[config.mk]
export PLATFORM = sky130hd
export DESIGN_NAME = tlp_pair_deframer
export DESIGN_NICKNAME = d
export VERILOG_FILES = /design/src/rtl/tlpd_pkg.sv /design/src/rtl/tlpd_ctl_decode.sv /design/src/rtl/tlpd_assembler.sv /design/src/rtl/tlpd_store.sv /design/src/rtl/tlp_pair_deframer.sv
export SDC_FILE = /design/constraint.sdc
export NUM_CORES = 2
export LEC_CHECK = 0
export BUFFER_PORTS_ARGS = -buffer_cell sky130_fd_sc_hd__buf_2
export CAP_MARGIN = 10
export CORE_MARGIN = 3
export CORE_UTILIZATION = 55
export CTS_BUF_LIST = sky130_fd_sc_hd__clkbuf_2
export CTS_CLUSTER_SIZE = 10
export DETAILED_ROUTE_END_ITERATION = 10
export PLACE_DENSITY = 0.68
export SYNTH_ARGS = -nofsm -noshare
export SYNTH_HDL_FRONTEND = slang
export SYNTH_SLANG_ARGS = --single-unit
export TNS_END_PERCENT = 30
[constraint.sdc]
create_clock -name clk -period 12.13 [get_ports clk]
set_input_delay 0.6065 -clock clk [delete_from_list [all_inputs] [get_ports clk]]
set_output_delay 0.6065 -clock clk [all_outputs]
set_load 0.05 [all_outputs]
[src/rtl/tlpd_pkg.sv]
package tlpd_pkg;
  localparam int unsigned WORD_W = 32;
  localparam logic [7:0]  CTL_TAG      = 8'h77;
  localparam logic [23:0] CODE_MID     = 24'h000000;
  localparam logic [23:0] CODE_END     = 24'h040000;
  localparam logic [23:0] CODE_IDLE    = 24'h020000;
  localparam logic [31:0] IDLE_PAYLOAD = 32'hFFEEDDCC;

  typedef enum logic [2:0] {
    KIND_MID,
    KIND_END,
    KIND_IDLE,
    KIND_SKIP,
    KIND_RESYNC
  } ctl_kind_e;
endpackage

[src/rtl/tlpd_ctl_decode.sv]
module tlpd_ctl_decode
  import tlpd_pkg::*;
(
  input  logic [WORD_W-1:0] payload,
  input  logic [WORD_W-1:0] ctl,
  output ctl_kind_e         kind
);
  always_comb begin
    if (ctl[31:24] != CTL_TAG)
      kind = KIND_RESYNC;
    else if (ctl[23:0] == CODE_MID)
      kind = KIND_MID;
    else if (ctl[23:0] == CODE_END)
      kind = KIND_END;
    else if (ctl[23:0] == CODE_IDLE && payload == IDLE_PAYLOAD)
      kind = KIND_IDLE;
    else
      kind = KIND_SKIP;
  end
endmodule

[src/rtl/tlpd_assembler.sv]
module tlpd_assembler
  import tlpd_pkg::*;
#(
  parameter int unsigned MAX_TLP_DW = 36,
  parameter bit          SWAP_BYTES = 1'b1
) (
  input  logic              clk,
  input  logic              rst,
  input  logic [WORD_W-1:0] in_data,
  input  logic              in_valid,
  input  logic              in_ready,
  output logic              wr_en,
  output logic [WORD_W-1:0] wr_data,
  output logic              wr_last,
  output logic              drop,
  output logic              err
);
  localparam int unsigned CNT_W = $clog2(MAX_TLP_DW + 1);
  localparam int unsigned NBYTE = WORD_W / 8;

  logic              at_ctl;
  logic [WORD_W-1:0] held;
  logic [CNT_W-1:0]  cnt;
  logic              skipping;
  logic              accept;
  logic              set_skip, clr_skip;
  ctl_kind_e         kind;

  assign accept = in_valid && in_ready;

  tlpd_ctl_decode u_dec (
    .payload (held),
    .ctl     (in_data),
    .kind    (kind)
  );

  generate
    if (SWAP_BYTES) begin : g_swap
      for (genvar b = 0; b < NBYTE; b++) begin : g_byte
        assign wr_data[8*b +: 8] = held[WORD_W-1-8*b -: 8];
      end
    end else begin : g_keep
      assign wr_data = held;
    end
  endgenerate

  always_comb begin
    wr_en    = 1'b0;
    wr_last  = 1'b0;
    drop     = 1'b0;
    set_skip = 1'b0;
    clr_skip = 1'b0;
    if (accept && at_ctl) begin
      unique case (kind)
        KIND_MID: begin
          if (!skipping) begin
            if (cnt == CNT_W'(MAX_TLP_DW - 1)) begin
              drop     = 1'b1;
              set_skip = 1'b1;
            end else begin
              wr_en = 1'b1;
            end
          end
        end
        KIND_END: begin
          if (skipping) begin
            clr_skip = 1'b1;
          end else begin
            wr_en   = 1'b1;
            wr_last = 1'b1;
          end
        end
        KIND_RESYNC: begin
          drop     = 1'b1;
          clr_skip = 1'b1;
        end
        default: ;
      endcase
    end
  end

  always_ff @(posedge clk) begin
    if (rst) begin
      at_ctl   <= 1'b0;
      held     <= '0;
      cnt      <= '0;
      skipping <= 1'b0;
      err      <= 1'b0;
    end else begin
      if (accept) at_ctl <= !at_ctl;
      if (accept && !at_ctl) held <= in_data;
      if (drop || (wr_en && wr_last)) cnt <= '0;
      else if (wr_en) cnt <= cnt + 1'b1;
      if (set_skip) begin
        skipping <= 1'b1;
        err      <= 1'b1;
      end else if (clr_skip) begin
        skipping <= 1'b0;
      end
    end
  end

  assert_cnt_bound_R7: assert property (@(posedge clk) disable iff (rst)
    cnt < CNT_W'(MAX_TLP_DW));
  assert_err_sticky_R8: assert property (@(posedge clk) disable iff (rst)
    err |=> err);
  assert_skip_nowrite_R7: assert property (@(posedge clk) disable iff (rst)
    skipping |-> !(wr_en && !wr_last));
  assert_payload_nowrite_R1: assert property (@(posedge clk) disable iff (rst)
    !at_ctl |-> !wr_en && !drop);
endmodule

[src/rtl/tlpd_store.sv]
module tlpd_store
  import tlpd_pkg::*;
#(
  parameter int unsigned DEPTH = 64
) (
  input  logic              clk,
  input  logic              rst,
  input  logic              wr_en,
  input  logic [WORD_W-1:0] wr_data,
  input  logic              wr_last,
  input  logic              drop,
  output logic              space_ok,
  output logic [WORD_W-1:0] m_tdata,
  output logic              m_tvalid,
  output logic              m_tlast,
  input  logic              m_tready
);
  localparam int unsigned AW = $clog2(DEPTH);

  logic [WORD_W:0] mem [DEPTH];
  logic [AW:0]     wr_ptr, cm_ptr, rd_ptr;
  logic [AW:0]     used;
  logic            load;

  assign used     = wr_ptr - rd_ptr;
  assign space_ok = used < (AW+1)'(DEPTH);
  assign load     = (rd_ptr != cm_ptr) && (!m_tvalid || m_tready);

  always_ff @(posedge clk) begin
    if (wr_en) mem[wr_ptr[AW-1:0]] <= {wr_last, wr_data};
  end

  always_ff @(posedge clk) begin
    if (rst) begin
      wr_ptr   <= '0;
      cm_ptr   <= '0;
      rd_ptr   <= '0;
      m_tvalid <= 1'b0;
      m_tdata  <= '0;
      m_tlast  <= 1'b0;
    end else begin
      if (drop) begin
        wr_ptr <= cm_ptr;
      end else if (wr_en) begin
        wr_ptr <= wr_ptr + 1'b1;
        if (wr_last) cm_ptr <= wr_ptr + 1'b1;
      end
      if (load) begin
        {m_tlast, m_tdata} <= mem[rd_ptr[AW-1:0]];
        m_tvalid <= 1'b1;
        rd_ptr   <= rd_ptr + 1'b1;
      end else if (m_tready) begin
        m_tvalid <= 1'b0;
      end
    end
  end

  assert_hold_R10: assert property (@(posedge clk) disable iff (rst)
    m_tvalid && !m_tready |=> m_tvalid && $stable(m_tdata) && $stable(m_tlast));
  assert_no_overflow_R10: assert property (@(posedge clk) disable iff (rst)
    wr_en |-> used < (AW+1)'(DEPTH));
  assert_drop_excl_R9: assert property (@(posedge clk) disable iff (rst)
    !(drop && wr_en));
  assert_commit_only_R6: assert property (@(posedge clk) disable iff (rst)
    (rd_ptr - cm_ptr) == '0 || (cm_ptr - rd_ptr) <= (AW+1)'(DEPTH));
endmodule

[src/rtl/tlp_pair_deframer.sv]
module tlp_pair_deframer
  import tlpd_pkg::*;
#(
  parameter int unsigned MAX_TLP_DW = 36,
  parameter int unsigned BUF_DEPTH  = 64,
  parameter bit          SWAP_BYTES = 1'b1
) (
  input  logic        clk,
  input  logic        rst,
  input  logic [31:0] in_data,
  input  logic        in_valid,
  output logic        in_ready,
  output logic [31:0] m_tdata,
  output logic        m_tvalid,
  input  logic        m_tready,
  output logic        m_tlast,
  output logic        oversize_err
);
  logic              wr_en, wr_last, drop;
  logic [WORD_W-1:0] wr_data;

  initial begin
    if (BUF_DEPTH < MAX_TLP_DW || (BUF_DEPTH & (BUF_DEPTH - 1)) != 0)
      $error("BUF_DEPTH must be a power of two and hold a full TLP");
  end

  tlpd_assembler #(
    .MAX_TLP_DW (MAX_TLP_DW),
    .SWAP_BYTES (SWAP_BYTES)
  ) u_asm (
    .clk      (clk),
    .rst      (rst),
    .in_data  (in_data),
    .in_valid (in_valid),
    .in_ready (in_ready),
    .wr_en    (wr_en),
    .wr_data  (wr_data),
    .wr_last  (wr_last),
    .drop     (drop),
    .err      (oversize_err)
  );

  tlpd_store #(
    .DEPTH (BUF_DEPTH)
  ) u_store (
    .clk      (clk),
    .rst      (rst),
    .wr_en    (wr_en),
    .wr_data  (wr_data),
    .wr_last  (wr_last),
    .drop     (drop),
    .space_ok (in_ready),
    .m_tdata  (m_tdata),
    .m_tvalid (m_tvalid),
    .m_tlast  (m_tlast),
    .m_tready (m_tready)
  );
endmodule

==> qor.yml <==
status: "finished, final reports clean"
first_pass_iters: 6
grt_pass1_vias: 45200
pin_count: 72
drc_errors: 0
slew_violations: 0
cts_setup_buffers: 0
async_flop_share: 0
slowest_delay_ns: 0.95
stdcell_area_um2: 94300
cts_tree: "built"
start_util: 0.556
path_cells: "inv_6 -> ha_1 -> a21o_1 -> a2111oi_4 -> o21a_1 -> o31a_1 -> nand4_1 -> nor2_4 -> buf_4"
p_sw_uw: 3490
netlist_area_um2: 84900
drv_cap: 0
min_period_ns: 5.81
ys_top_cells_by_area: "edfxtp_1 (75%), mux4_2 (15%), dfxtp_1 (2.3%)"
port-buffer-count: 71
internal_power_uw: 10800
grt_usage: 0.289
post-route-period-util: 0.479
powerDensity_nw_per_um2: 152
holdCritPathClass: "in -> reg"
fmax_ghz: 0.172
htreeDepth: 6
synth_common_cells: "edfxtp_1 (2112), mux4_2 (559), nand2_1 (207)"
tns_ns: 0
core_um2: 153000
clockRootBuffer: "clkbuf_2"
crit_slowest_cell: "nand4_1"
skew_ns: 0.154
vias: 44900
arrival_ns: 7.15
grt_max_degree: 120
dpl.hpwl_um: 121000
vias_per_cell: 6.42
synthDistinctLibCells: 72
pwr-share-clk: 0.338
vdd_ir_drop_max_mv: 0.126
path_class: "reg -> reg"
rsz0062_at_grt: "no"
fillers: 10800
syn_inst: 3921
dieHeight_um: 399
clock_path_buffers: 4
relSlewSlack: 0.182
clk_latency_ns: 1.79
syn_area_per_cell_um2: 21.7
cp-start-kind: "register"
chipWidth_um: 399
gp_congestion: 0.840
final_antenna_net_count: 0
antenna_found_initial: 15
post_drt_wl_per_cell_um: 32.2
p_seq_frac: 0.594
endpoint_kind: "register"
syn_nets: 3965
cp_data_required_time_ns: 13.46
cts_buffers: 555
dieArea_um2: 159000
yosysTopAreaCellShare: 0.747
ys.flop_type: "edfxtp_1"
path_clk_slew_ns: 0.10
hold_ws_ns: 0.298
layout-drive-gt1-share: 0.360
finalHoldViolations: 0
ys_seq_area_frac: 0.769
clkSinkCount: 2208
drtIter0Drc: 6271
setup_viol: 0
final_nets: 4631
synth_edf_count: 2112
grt-ovfl-total: 0
grt_pass1_wl_um: 322000
yosys_register_bits: 2208
wirelength_um: 225000
leakagePower_uw: 0.0306
placed_area_um2: 88500
p_comb_frac: 0.067
synth_top_area_cell: "edfxtp_1"
crit_path_max_fanout: 36
tightest_slew_ns: 1.23
post-synth-top-count-cell: "edfxtp_1"
row_count: 143
area_growth_pct: 11.0
swShare: 0.244
synth_warnings: 0
## what timing repair did
action	in CTS	in global routing
hold buffers	105	0
resized for setup	0	0
hold endpoints to repair	227	0
## power groups by stage
stage               sequential [µW]  combinational (µW)  clock (µW)
finish                         8490                 962        4840
global route                   8500                1020        5350
CTS                            8490                 966        4930
detailed placement             8670                 926           0
global placement               8670                 910           0
floorplan                      8750                 522           0
## per-stage QoR
stage	power, µW	utilization	worst slack, ns	cells
after floorplan	9270	-	7.24	3921
after global placement	9580	0.579	4.88	5952
after detailed placement	9600	0.580	6.44	5955
after CTS	14400	0.618	6.26	6981
after global routing	14900	0.618	6.10	6989
final	14300	0.618	6.32	6991
## cell type report
cell class	instances	area, µm²	share of cell area
sequential	2208	65400	0.694
multi-input combinational	1480	18900	0.200
clock buffer	823	4120	0.0437
timing repair buffer	331	2630	0.0279
tap	2030	2540	0.0269
clock inverter	98	642	0.00681
inverter	11	48.8	0.000518
antenna	10	25.0	0.000265
## sequential cells by signal, indices dropped and copies added, names as in the netlist
name / cells
u_asm.skipping: 1
u_store.rd_ptr: 7
u_store.m_tlast: 1
u_asm.err: 1
u_asm.held: 32
u_asm.at_ctl: 1
u_asm.cnt: 6
u_store.mem: 2112
u_store.wr_ptr: 7
u_store.m_tvalid: 1
u_store.cm_ptr: 7
u_store.m_tdata: 32
## per-layer routing
| layer | GRT usage | part of all wire | vias up |
|---|---|---|---|
| li1 | - | - | 18100 |
| met1 | 0.418 | 0.39 | 23500 |
| met2 | 0.437 | 0.47 | 2867 |
| met3 | 0.0692 | 0.11 | 378 |
| met4 | 0.104 | 0.032 | 6 |
| met5 | 0 | 0.00013 | - |
## cell usage in the layout (no fill, tap or decap), drive strengths merged, types with 10 or more instances in the layout
master       netlist  final
a2111oi           23     23
a21oi             67     67
a221oi            21     21
a31oi             41     41
a32oi             17     17
buf              144    226
bufinv             0     10
clkbuf            78    823
clkinv             1     76
dfxtp             96     96
diode              0     10
dlygate4sd3        0    105
edfxtp          2112   2112
inv               10     22
mux2i            124    124
mux4             559    559
nand2            207    207
nand3             41     41
nand4             10     10
nor2             124    124
nor2b             24     24
nor3              12     12
nor4              10     10
o21ai             69     69
o22ai             14     14
or3               10     10
xnor2             15     15
## critical path: cells and delay by family, from the launching register on
family,cells,cell delay [ns]
AO/OA/AOI/OAI,4,1.43
adder cells (fa/ha/maj),1,0.32
buffers and inverters,2,0.88
flip-flops,1,0.90
AND/OR/NAND/NOR,2,1.85
## final timing paths
kind	startpoint	to	slack, ns	depth (start not counted)
worst min-delay path	in_data[18]	u_store.mem[0][32]	0.30	6
worst max-delay path	u_store.rd_ptr[2]	u_store.mem[20][14]	6.32	9
worst min register to register	u_asm.err	u_asm.err	0.49	2
worst max register to register	u_store.rd_ptr[2]	u_store.mem[20][14]	6.32	9
## logic make-up after synthesis
group,synth area share
mux,0.163
flops,0.769
compound gates,0.0236
xor+xnor,0.00215
fa+ha+maj,0.00118
simple gates,0.0252
buf+inv,0.0151
No activity file was read; power rests on OpenSTA's default activity.
